## src/rtl/alu8_flags.sv

```systemverilog
module alu8_flags #(
  parameter int W = 8
) (
  input  logic         clk,
  input  logic         rst_n,
  input  logic         in_valid,
  input  logic         unary,
  input  logic [2:0]   op,
  input  logic [W-1:0] a_in,
  input  logic [W-1:0] b_in,
  input  logic [W-1:0] f_in,
  output logic [W-1:0] res,
  output logic         res_we,
  output logic [W-1:0] flags_q
);
  localparam int HB = W / 2;
  localparam logic [2:0] U_INC = 3'd0, U_DEC = 3'd1, U_CPL = 3'd2,
                         U_NEG = 3'd3, U_SCF = 3'd4, U_CCF = 3'd5;

  logic [W-1:0] x, y, yy, r;
  logic         cin, sub, cc, wr;
  logic [W:0]   s9;
  logic [HB:0]  h5;
  logic         carry, half, ovf, par, zero;
  logic [W-1:0] nf;

  always_comb begin
    x = a_in; y = b_in; cin = 1'b0; sub = 1'b0;
    if (!unary) begin
      cin = op[0] & ~op[2] & f_in[0];
      sub = (op == 3'd2) || (op == 3'd3) || (op == 3'd7);
    end else begin
      case (op)
        U_INC:   y = 'd1;
        U_DEC:   begin y = 'd1; sub = 1'b1; end
        U_NEG:   begin x = '0; y = a_in; sub = 1'b1; end
        default: ;
      endcase
    end
  end

  assign yy    = sub ? ~y : y;
  assign cc    = sub ? ~cin : cin;
  assign s9    = {1'b0, x} + {1'b0, yy} + {{W{1'b0}}, cc};
  assign h5    = {1'b0, x[HB-1:0]} + {1'b0, yy[HB-1:0]} + {{HB{1'b0}}, cc};
  assign carry = s9[W] ^ sub;
  assign half  = h5[HB] ^ sub;
  assign ovf   = (x[W-1] == yy[W-1]) && (s9[W-1] != x[W-1]);
  assign par   = ~^r;
  assign zero  = (r == '0);

  always_comb begin
    r  = s9[W-1:0];
    wr = 1'b1;
    nf = {r[W-1], zero, r[5], half, r[3], ovf, sub, carry};
    if (!unary) begin
      case (op)
        3'd4, 3'd5, 3'd6: begin
          r  = (op == 3'd4) ? (a_in & b_in) : (op == 3'd5) ? (a_in ^ b_in) : (a_in | b_in);
          nf = {r[W-1], zero, r[5], op == 3'd4, r[3], par, 2'b00};
        end
        3'd7:    wr = 1'b0;
        default: ;
      endcase
    end else begin
      case (op)
        U_INC, U_DEC: nf = {r[W-1], zero, r[5], half, r[3], ovf, sub, f_in[0]};
        U_CPL: begin
          r  = ~a_in;
          nf = {f_in[7:6], r[5], 1'b1, r[3], f_in[2], 1'b1, f_in[0]};
        end
        U_NEG: ;
        U_SCF: begin
          r = a_in; wr = 1'b0;
          nf = {f_in[7:6], a_in[5], 1'b0, a_in[3], f_in[2], 2'b01};
        end
        U_CCF: begin
          r = a_in; wr = 1'b0;
          nf = {f_in[7:6], a_in[5], f_in[0], a_in[3], f_in[2], 1'b0, ~f_in[0]};
        end
        default: begin
          r = a_in; wr = 1'b0; nf = f_in;
        end
      endcase
    end
  end

  assign res    = r;
  assign res_we = in_valid & wr;

  always_ff @(posedge clk) begin
    if (!rst_n)        flags_q <= '0;
    else if (in_valid) flags_q <= nf;
  end

  a_r11_hold_when_idle: assert property (@(posedge clk) disable iff (!rst_n)
    !in_valid |=> $stable(flags_q));
  a_r11_no_write_idle: assert property (@(posedge clk) disable iff (!rst_n)
    !in_valid |-> !res_we);
  a_r5_logic_clears_cn: assert property (@(posedge clk) disable iff (!rst_n)
    (in_valid && !unary && (op == 3'd4 || op == 3'd5 || op == 3'd6)) |=> (flags_q[1:0] == 2'b00));
  a_r6_cp_no_write: assert property (@(posedge clk) disable iff (!rst_n)
    (in_valid && !unary && op == 3'd7) |-> !res_we);
  a_r7_carry_kept: assert property (@(posedge clk) disable iff (!rst_n)
    (in_valid && unary && (op == U_INC || op == U_DEC)) |=> (flags_q[0] == $past(f_in[0])));
  a_r3_zero_tracks_res: assert property (@(posedge clk) disable iff (!rst_n)
    (in_valid && (!unary || op == U_INC || op == U_DEC || op == U_NEG))
      |=> (flags_q[6] == ($past(res) == '0)));
  a_r9_scf_forces: assert property (@(posedge clk) disable iff (!rst_n)
    (in_valid && unary && op == U_SCF) |=> (flags_q[0] && !flags_q[1] && !flags_q[4]));
endmodule

```

## config.mk

```make
export PLATFORM = sky130hd
export DESIGN_NAME = alu8_flags
export DESIGN_NICKNAME = d
export VERILOG_FILES = /design/src/rtl/alu8_flags.sv
export SDC_FILE = /design/constraint.sdc
export NUM_CORES = 1
export LEC_CHECK = 0
export BUFFER_PORTS_ARGS = -buffer_cell sky130_fd_sc_hd__buf_2
export CAP_MARGIN = 40
export CELL_PAD_IN_SITES_DETAIL_PLACEMENT = 1
export CELL_PAD_IN_SITES_GLOBAL_PLACEMENT = 1
export CORE_MARGIN = 3
export CORE_UTILIZATION = 36
export CTS_CLUSTER_DIAMETER = 40
export CTS_CLUSTER_SIZE = 25
export DETAILED_ROUTE_END_ITERATION = 7
export PLACE_DENSITY = 0.86
export SETUP_SLACK_MARGIN = 0.05
export SLEW_MARGIN = 0
export SYNTH_ARGS = -nofsm -noshare
export SYNTH_HDL_FRONTEND = slang
export SYNTH_SLANG_ARGS = --single-unit
```

## constraint.sdc

```tcl
create_clock -name clk -period 4.2 [get_ports clk]
set_input_delay 0.42 -clock clk [delete_from_list [all_inputs] [get_ports clk]]
set_output_delay 0.42 -clock clk [all_outputs]
set_load 0.005 [all_outputs]
```

==> results of run 1 <==
[how the worst min path moves through the flow]
stage                             from                      end  slack, ns  cells past startpoint
5_1_grt        flags_q[4]$_SDFFE_PN0P_  flags_q[4]$_SDFFE_PN0P_       0.53                      2
6_report       flags_q[4]$_SDFFE_PN0P_  flags_q[4]$_SDFFE_PN0P_       0.51                      2
3_5_place_dp   flags_q[4]$_SDFFE_PN0P_  flags_q[4]$_SDFFE_PN0P_       0.49                      2
4_1_cts        flags_q[4]$_SDFFE_PN0P_  flags_q[4]$_SDFFE_PN0P_       0.51                      2
2_1_floorplan  flags_q[4]$_SDFFE_PN0P_  flags_q[4]$_SDFFE_PN0P_       0.47                      2
3_3_place_gp   flags_q[6]$_SDFFE_PN0P_  flags_q[6]$_SDFFE_PN0P_       0.46                      1
[area by class of cell]
| type | instances | area, µm² | share of cell area |
|---|---|---|---|
| timing repair buffer | 64 | 363 | 0.142 |
| inverter | 26 | 97.6 | 0.0383 |
| clock buffer | 3 | 41.3 | 0.0162 |
| multi-input combinational | 259 | 1800 | 0.705 |
| sequential | 8 | 160 | 0.0629 |
| tap | 72 | 90.1 | 0.0354 |
[kinds of logic (layout without fill, tap and decap cells)]
group	Yosys count	count (layout)	synth area share
compound gates	125	125	0.384
xor+xnor	10	10	0.0402
fa+ha+maj	29	29	0.173
buf+inv	47	93	0.114
flops	8	8	0.0734
mux	3	3	0.0207
simple gates	92	92	0.194
[power groups by stage]
stage / Clock [mW] / Combinational (mW) / Sequential [mW]
floorplan: 0 / 0.271 / 0.0889
global placement: 0 / 0.375 / 0.0881
detailed placement: 0 / 0.388 / 0.0888
CTS: 0.0970 / 0.391 / 0.0874
global route: 0.103 / 0.449 / 0.0881
finish: 0.0970 / 0.405 / 0.0875
[per-stage QoR]
| step | worst slack, ns | cells | hold slack (ns) | instance area (µm²) | utilization |
|---|---|---|---|---|---|
| 2_1_floorplan | 0.234 | 314 | 0.475 | 2180 | - |
| 3_3_place_gp | 0.217 | 429 | 0.458 | 2480 | 0.437 |
| 3_5_place_dp | 0.0231 | 429 | 0.495 | 2480 | 0.437 |
| 4_1_cts | 0.245 | 432 | 0.507 | 2520 | 0.445 |
| 5_1_grt | 0.0198 | 432 | 0.529 | 2550 | 0.449 |
| 6_report | 0.302 | 432 | 0.510 | 2550 | 0.449 |
[cell usage in the layout, fill, tap and decap left out, drive strengths merged, types with 2 or more instances in the layout]
master / Yosys / routed
inv: 25 / 25
xnor2: 6 / 6
a31oi: 13 / 13
a211o: 7 / 7
a221oi: 3 / 3
and3: 2 / 2
xor2: 4 / 4
nand3: 6 / 6
a21o: 5 / 5
o21a: 2 / 2
clkbuf: 9 / 3
nand3b: 2 / 2
a21oi: 35 / 35
dfxtp: 8 / 8
nor2b: 7 / 7
o221ai: 2 / 2
o31a: 2 / 2
nand2b: 7 / 7
fa: 2 / 2
a32oi: 3 / 3
o21ai: 23 / 23
buf: 12 / 64
ha: 27 / 27
o211ai: 3 / 3
a211oi: 11 / 11
nand2: 36 / 36
nor2: 25 / 25
nand4: 2 / 2
mux2: 2 / 2
a221o: 3 / 3
[routing by layer]
| layer | vias up | share of wire |
|---|---|---|
| met5 | - | 0 |
| met4 | 0 | 0.021 |
| met3 | 19 | 0.050 |
| met2 | 95 | 0.50 |
| met1 | 1260 | 0.43 |
| li1 | 1239 | - |
[worst max-delay path: cells and delay by family]
kind | cells | cell delay [ns]
AO/OA/AOI/OAI | 9 | 1.21
XOR/XNOR | 3 | 0.55
adder cells (fa/ha/maj) | 3 | 0.98
AND/OR/NAND/NOR | 4 | 0.62
buffers and inverters | 2 | 0.21
[timing repair]
| action | in CTS | in global routing |
|---|---|---|
| setup buffers | 0 | 0 |
| gates resized for setup | 0 | 4 |
| endpoints found under the setup margin | 0 | 2 |
==> results.cfg, run 1 <==
[status]
status = finished, final reports clean

[power]
peakVddDrop_v = 0.000103
p_int_uw = 318
switching_power_uw = 272
p_per_area_nw_per_um2 = 231
clkPwrFrac = 0.165
seq_power_share = 0.148
leakage_nw = 1.24
p_total_uw = 590
sw_frac_of_total = 0.461
comb_power_share = 0.687

[placed_design]
place_congestion = 0.926
hpwl_mm = 6.21
io_buffer_count = 47

[setup_path]
required_ns = 4.30
start_kind = input port
rr_worst_depth = 2
crit_chain = buf_2, nand2b_1, o21ai_0, o21ai_1, nor2_1, a21oi_1, nor2_1, fa_1, inv_1, fa_1, nand2b_1, o2bb2ai_2, xnor2_2, a211oi_2, a211oi_2, a221oi_2, ha_1, xor2_1, xnor2_1, a32oi_1, a31oi_1
crit_slowest_cell = fa_1
worstSetupEndpoint = flags_q[2]$_SDFFE_PN0P_
crit_fanout = 7
critPathLaunch = unary
worstReg2RegStart = flags_q[5]$_SDFFE_PN0P_
ff2ff_setup_slack_ns = 3.36
crit_type = in -> reg
r2r-end = flags_q[5]$_SDFFE_PN0P_
end_kind = flip-flop
max_stage_delay_ns = 0.40
worstPathArrival_ns = 4.00

[timing]
setup_viol = 0
slew_headroom = 0.515
clock_skew_ns = 0
fmax_mhz = 257
rsz0062_at_grt = false
finalMaxSlewViolations = 0
timing.final.crit_period_ns = 3.90
final.period_utilization = 0.928
tightest_slew_ns = 0.728
finalSetupTns_ns = 0
hold_viol = 0

[global_routing]
grt_max_degree = 31
grt_pass1_vias = 2659
grt_pass1_wl_mm = 13.2
gr-total-overflow = 0
gr-usage-met2 = 0.393
grt_busiest_layer = met2
grt.met1_usage = 0.290
track_usage = 0.222
antenna_found_initial = 0
grt.met3_usage = 0.0197

[logic_synthesis]
synth_most_common_cell = nand2_1
ys_ff_latch = 8
yosysTopAreaCell = ha_1
synth_nets = 374
syn_area_um2 = 2180
syn_inst = 314
yosysSeqAreaShare = 0.0734
yosys_warnings = 0
synth_top_area_share = 0.155
async_flop_share = 0
ys_types = 58
synth_area_per_cell_um2 = 6.95
synth_common_cells = nand2_1, a21oi_1, ha_1, inv_1, nor2_1
synth_flop_cell = dfxtp_1
yosys-top-cells-area = ha_1, a21oi_1, dfxtp_1
synth_edf_count = 0

[clocking]
cts-root-buf = clkbuf_8
clock-sinks = 8
cts-hold-fix-buffers = 0
clkTransAtPathRegs_ns = 0.05
clock_latency_ns = 0.23
cts_tree = done
h-tree-depth = 1
clockBufferDepth = 2
numCtsBuffers = 3

[drt]
dr.first_iter.drc_count = 167
dr.pass1.iters = 5
wire_per_inst_um = 18.5
final_antenna_net_count = 0
vias = 2613
via_per_inst = 6.05
drcViolationCount = 0
finalWirelength_mm = 7.98

[final_layout]
reg_top3 = flags_q (8)
largest_reg_flops = 8
num-nets-final = 422
syn2layout_area_growth_pct = 16.8
top_register = flags_q
drive_gt1_frac = 0.222
antennaDiodeCount = 0
fillers = 769

[die]
start_util = 0.384
io_pins = 48
core_area_um2 = 5680
rows = 27
die_area_um2 = 7030
die_w_um = 83.8
die_y_um = 83.8

[flow_run]
max-cap-violations = 0

[worst_hold_path]
worstHoldPathType = reg -> reg
Power figures use the tool's default switching activity.
==> inputs of run 2 (changes only) <==
--- a/config.mk
+++ b/config.mk
@@ -7,14 +7,12 @@
 export LEC_CHECK = 0
 export BUFFER_PORTS_ARGS = -buffer_cell sky130_fd_sc_hd__buf_2
 export CAP_MARGIN = 40
-export CELL_PAD_IN_SITES_DETAIL_PLACEMENT = 1
-export CELL_PAD_IN_SITES_GLOBAL_PLACEMENT = 1
 export CORE_MARGIN = 3
-export CORE_UTILIZATION = 36
+export CORE_UTILIZATION = 45
 export CTS_CLUSTER_DIAMETER = 40
 export CTS_CLUSTER_SIZE = 25
 export DETAILED_ROUTE_END_ITERATION = 7
-export PLACE_DENSITY = 0.86
+export PLACE_DENSITY = 0.78
 export SETUP_SLACK_MARGIN = 0.05
 export SLEW_MARGIN = 0
 export SYNTH_ARGS = -nofsm -noshare
==> results.cfg, run 2 (same netlist as run 1, synthesis figures left out) <==
[setup_path]
ff2ff_setup_slack_ns = 3.36
crit_slowest_cell = fa_1
crit_type = in -> reg
crit_family = compound AO/OA/AOI/OAI gates
worstPathArrival_ns = 3.95
path_buf_inv = 2
start_kind = input port
crit_chain = buf_2, nand2b_1, o21ai_0, o21ai_1, nor2_1, a21oi_1, nor2_1, fa_1, inv_1, fa_1, nand2b_1, o2bb2ai_2, xnor2_2, a211oi_2, a211oi_2, a221oi_2, ha_1, xor2_1, xnor2_1, a32oi_1, a31oi_1
worstReg2RegStart = flags_q[5]$_SDFFE_PN0P_
r2r-end = flags_q[5]$_SDFFE_PN0P_
path_depth = 21
crit_fanout = 7
required_ns = 4.31
end_kind = flip-flop
max_stage_delay_ns = 0.39
rr_worst_depth = 2

[flow_run]
max-cap-violations = 0

[drt]
dr.pass1.iters = 7
final_antenna_net_count = 0
vias = 2540
wire_per_inst_um = 16.0
via_per_inst = 6.17
dr.first_iter.drc_count = 251
drcViolationCount = 0
finalWirelength_mm = 6.57

[final_layout]
fillers = 440
most-common-layout-cells = buf_2, nand2_1, a21oi_1
largest_reg_flops = 8
num-nets-final = 422
syn2layout_area_growth_pct = 15.7
drive_gt1_frac = 0.222
layout_commonest_cell = buf_2
final_cells = 412
reg_top3 = flags_q (8)
fin_util = 0.560
top_register = flags_q
antennaDiodeCount = 0

[power]
comb_power_share = 0.679
p_per_area_nw_per_um2 = 226
sw_frac_of_total = 0.445
clkPwrFrac = 0.168
p_int_uw = 316
peakVddDrop_v = 0.000104
leakage_nw = 1.24
seq_power_share = 0.153
switching_power_uw = 253

[die]
die_w_um = 75.6
start_util = 0.484
die_area_um2 = 5720
core_area_um2 = 4500
die_y_um = 75.6
io_pins = 48
rows = 24

[timing]
rsz0062_at_grt = false
timing.final.crit_period_ns = 3.84
tightest_slew_ns = 0.584
finalSetupTns_ns = 0
hold_viol = 0
clock_skew_ns = 0
final.period_utilization = 0.914
setup_viol = 0
fmax_mhz = 260
slew_headroom = 0.611
finalMaxSlewViolations = 0

[clocking]
h-tree-depth = 1
numCtsBuffers = 3
cts-root-buf = clkbuf_8
cts-hold-fix-buffers = 0
cts_tree = done
clkTransAtPathRegs_ns = 0.05
clock_latency_ns = 0.23
clockBufferDepth = 2
clock-sinks = 8

[placed_design]
hpwl_mm = 5.20
io_buffer_count = 47
dp.cells = 409
place_congestion = 1.00

[global_routing]
grt_pass1_wl_mm = 10.2
grt_pass1_vias = 2092
antenna_found_initial = 0
gr-total-overflow = 0
grt_max_degree = 27
track_usage = 0.227

[worst_hold_path]
worstHoldPathType = reg -> reg
min_path_cells = 1
worstHoldEndpoint = flags_q[6]$_SDFFE_PN0P_
hold_path_startpoint = flags_q[6]$_SDFFE_PN0P_

[status]
status = finished, final reports clean
run 2: cell type report:
class / instances / area [µm²] / share of cell area
clock buffers: 3 / 41.3 / 0.0164
inverters: 26 / 97.6 / 0.0387
multi-input cells: 259 / 1800 / 0.712
flip-flops and latches: 8 / 160 / 0.0635
well taps: 52 / 65.1 / 0.0258
repair buffers: 64 / 363 / 0.144
run 2: per-stage QoR:
step / area, µm² / power, mW / hold slack (ns) / setup slack (ns)
final: 2520 / 0.570 / 0.486 / 0.360
after global routing: 2520 / 0.620 / 0.502 / 0.0126
after CTS: 2500 / 0.557 / 0.483 / 0.332
after detailed placement: 2460 / 0.462 / 0.471 / 0.0898
after global placement: 2460 / 0.457 / 0.459 / 0.232
after floorplan: 2180 / 0.359 / 0.475 / 0.234
run 2: how the worst max path moves through the flow:
stage | end | start | slack [ns]
after floorplan | flags_q[2]$_SDFFE_PN0P_ | op[2] | 0.23
after global placement | flags_q[2]$_SDFFE_PN0P_ | unary | 0.23
after detailed placement | flags_q[2]$_SDFFE_PN0P_ | unary | 0.09
after CTS | flags_q[2]$_SDFFE_PN0P_ | unary | 0.33
after global routing | flags_q[2]$_SDFFE_PN0P_ | unary | 0.01
final | flags_q[2]$_SDFFE_PN0P_ | unary | 0.36
run 2: what timing repair did:
action,in CTS,in global routing
endpoints found under the setup margin,0,1
buffers inserted,0,0
gates resized for setup,0,4
run 2: worst reg2reg max path, cell delays in order, from the launching register on:
cell	delay (ns)
dfxtp_1	0.30
nor2b_1	0.13
a221o_1	0.29
run 2: layer usage:
layer / track usage / routed length [µm] / vias up / share of wire
met5: 0 / 0 / - / 0
met4: 0.0369 / 68 / 0 / 0.010
met3: 0.0317 / 456 / 10 / 0.069
met2: 0.367 / 3120 / 104 / 0.47
met1: 0.326 / 2930 / 1183 / 0.45
li1: - / - / 1243 / -
run 2: power by group through the flow:
stage	logic, mW	registers (mW)	clock network, mW
floorplan	0.271	0.0889	0
global placement	0.369	0.0884	0
detailed placement	0.374	0.0883	0
CTS	0.375	0.0871	0.0951
global route	0.433	0.0877	0.0992
finish	0.387	0.0871	0.0958
==> inputs of run 3 (changes only) <==
--- a/config.mk
+++ b/config.mk
@@ -12,7 +12,7 @@
 export CTS_CLUSTER_DIAMETER = 40
 export CTS_CLUSTER_SIZE = 25
 export DETAILED_ROUTE_END_ITERATION = 7
-export PLACE_DENSITY = 0.78
+export PLACE_DENSITY = 0.69
 export SETUP_SLACK_MARGIN = 0.05
 export SLEW_MARGIN = 0
 export SYNTH_ARGS = -nofsm -noshare
==> results.cfg, run 3 (same netlist as run 1, synthesis figures left out) <==
[clocking]
cts_tree = done
clock-sinks = 8
cts_setup_buffers = 0
numCtsBuffers = 3
cts-hold-fix-buffers = 0
h-tree-depth = 1
clkTransAtPathRegs_ns = 0.05
clock_latency_ns = 0.23
cts_resized = 0
cts-root-buf = clkbuf_8
clockBufferDepth = 2

[setup_path]
worstReg2RegStart = flags_q[5]$_SDFFE_PN0P_
critPathLaunch = unary
start_kind = input port
crit_fanout = 5
crit_chain = buf_2, nand2b_1, o21ai_0, o21ai_1, nor2_1, a21oi_1, nor2_1, fa_1, inv_1, fa_1, nand2b_1, o2bb2ai_2, xnor2_1, a211oi_1, a211oi_2, a221oi_1, ha_1, xor2_1, xnor2_1, a32oi_1, a31oi_1
path_buf_inv = 2
end_kind = flip-flop
crit_type = in -> reg
crit_family = compound AO/OA/AOI/OAI gates
required_ns = 4.31
max_stage_delay_ns = 0.40
crit_slowest_cell = fa_1
worstPathArrival_ns = 3.93

[final_layout]
reg_top3 = flags_q (8)
layout_commonest_cell = buf_2
drive_gt1_frac = 0.218
syn2layout_area_growth_pct = 15.5
num-nets-final = 424
most-common-layout-cells = buf_2, nand2_1, a21oi_1
fillers = 458
top_register = flags_q
antennaDiodeCount = 0
largest_reg_flops = 8

[worst_hold_path]
worstHoldPathType = reg -> reg
hold_path_startpoint = flags_q[6]$_SDFFE_PN0P_

[timing]
fmax_mhz = 261
finalSetupTns_ns = 0
slew_headroom = 0.616
hold-worst-slack_ns = 0.474
final.period_utilization = 0.911
rsz0062_at_grt = false
hold_viol = 0
timing.final.crit_period_ns = 3.83
setup_viol = 0
finalMaxSlewViolations = 0
tightest_slew_ns = 0.576
clock_skew_ns = 0

[drt]
drcViolationCount = 0
dr.pass1.iters = 5
vias = 2529
wire_per_inst_um = 15.7
via_per_inst = 6.11
final_antenna_net_count = 0
finalWirelength_mm = 6.49
dr.first_iter.drc_count = 207

[die]
start_util = 0.484
die_w_um = 75.6
io_pins = 48
core_area_um2 = 4500
die_y_um = 75.6
rows = 24
die_area_um2 = 5720

[global_routing]
grt_max_degree = 25
gr-total-overflow = 0
grt_pass1_vias = 2161
track_usage = 0.234
grt_pass1_wl_mm = 10.5
antenna_found_initial = 0

[placed_design]
io_buffer_count = 47
place_congestion = 0.937
hpwl_mm = 5.21

[power]
p_per_area_nw_per_um2 = 226
leakage_nw = 1.24
peakVddDrop_v = 0.000110

[flow_run]
max-cap-violations = 0

[status]
status = finished, final reports clean
-- run 3: cell count changes in the layout (fill, tap and decap cells not counted) --
cell	change
buf_4	+2
xnor2_1	+1
a221oi_1	+1
a211oi_2	-1
a211oi_1	+1
a221oi_2	-1
xnor2_2	-1
-- run 3: area by class of cell --
type | count | area (µm²) | area share
clock buffers | 3 | 41.3 | 0.0164
inverters | 26 | 97.6 | 0.0387
multi-input cells | 259 | 1780 | 0.705
flip-flops and latches | 8 | 160 | 0.0636
well taps | 52 | 65.1 | 0.0258
repair buffers | 66 | 378 | 0.150
-- run 3: per-layer routing --
layer	GRT usage	wire, µm	vias up
li1	-	-	1250
met1	0.338	2950	1160
met2	0.387	3000	107
met3	0.0264	470	12
met4	0.0252	64	0
met5	0	0	-
-- run 3: report_power, final --
part / internal (mW) / leakage (nW) / switching [mW] / total [mW]
sequential: 0.0837 / 0.0663 / 0.00310 / 0.0868
combinational: 0.169 / 1.15 / 0.216 / 0.385
clock: 0.0626 / 0.0216 / 0.0358 / 0.0984
-- run 3: worst register-to-register path: stages (launching register included) --
cell     delay (ns)
dfxtp_1        0.30
nor2b_1        0.12
a221o_1        0.29
-- run 3: path summary, 6_finish.rpt --
check / end / slack [ns] / depth (start not counted)
setup / recovery: flags_q[2]$_SDFFE_PN0P_ / 0.37 / 21
hold reg to reg: flags_q[6]$_SDFFE_PN0P_ / 0.47 / 1
hold / removal: flags_q[6]$_SDFFE_PN0P_ / 0.47 / 1
setup reg to reg: flags_q[5]$_SDFFE_PN0P_ / 3.37 / 2
-- run 3: metrics by stage --
step	setup WS (ns)	total power [mW]	instances	cell area [µm²]	util
2_1_floorplan	0.234	0.359	314	2180	-
3_3_place_gp	0.223	0.463	411	2470	0.549
3_5_place_dp	0.172	0.466	411	2470	0.549
4_1_cts	0.396	0.568	414	2510	0.558
5_1_grt	0.0522	0.618	414	2520	0.559
6_report	0.375	0.570	414	2520	0.559
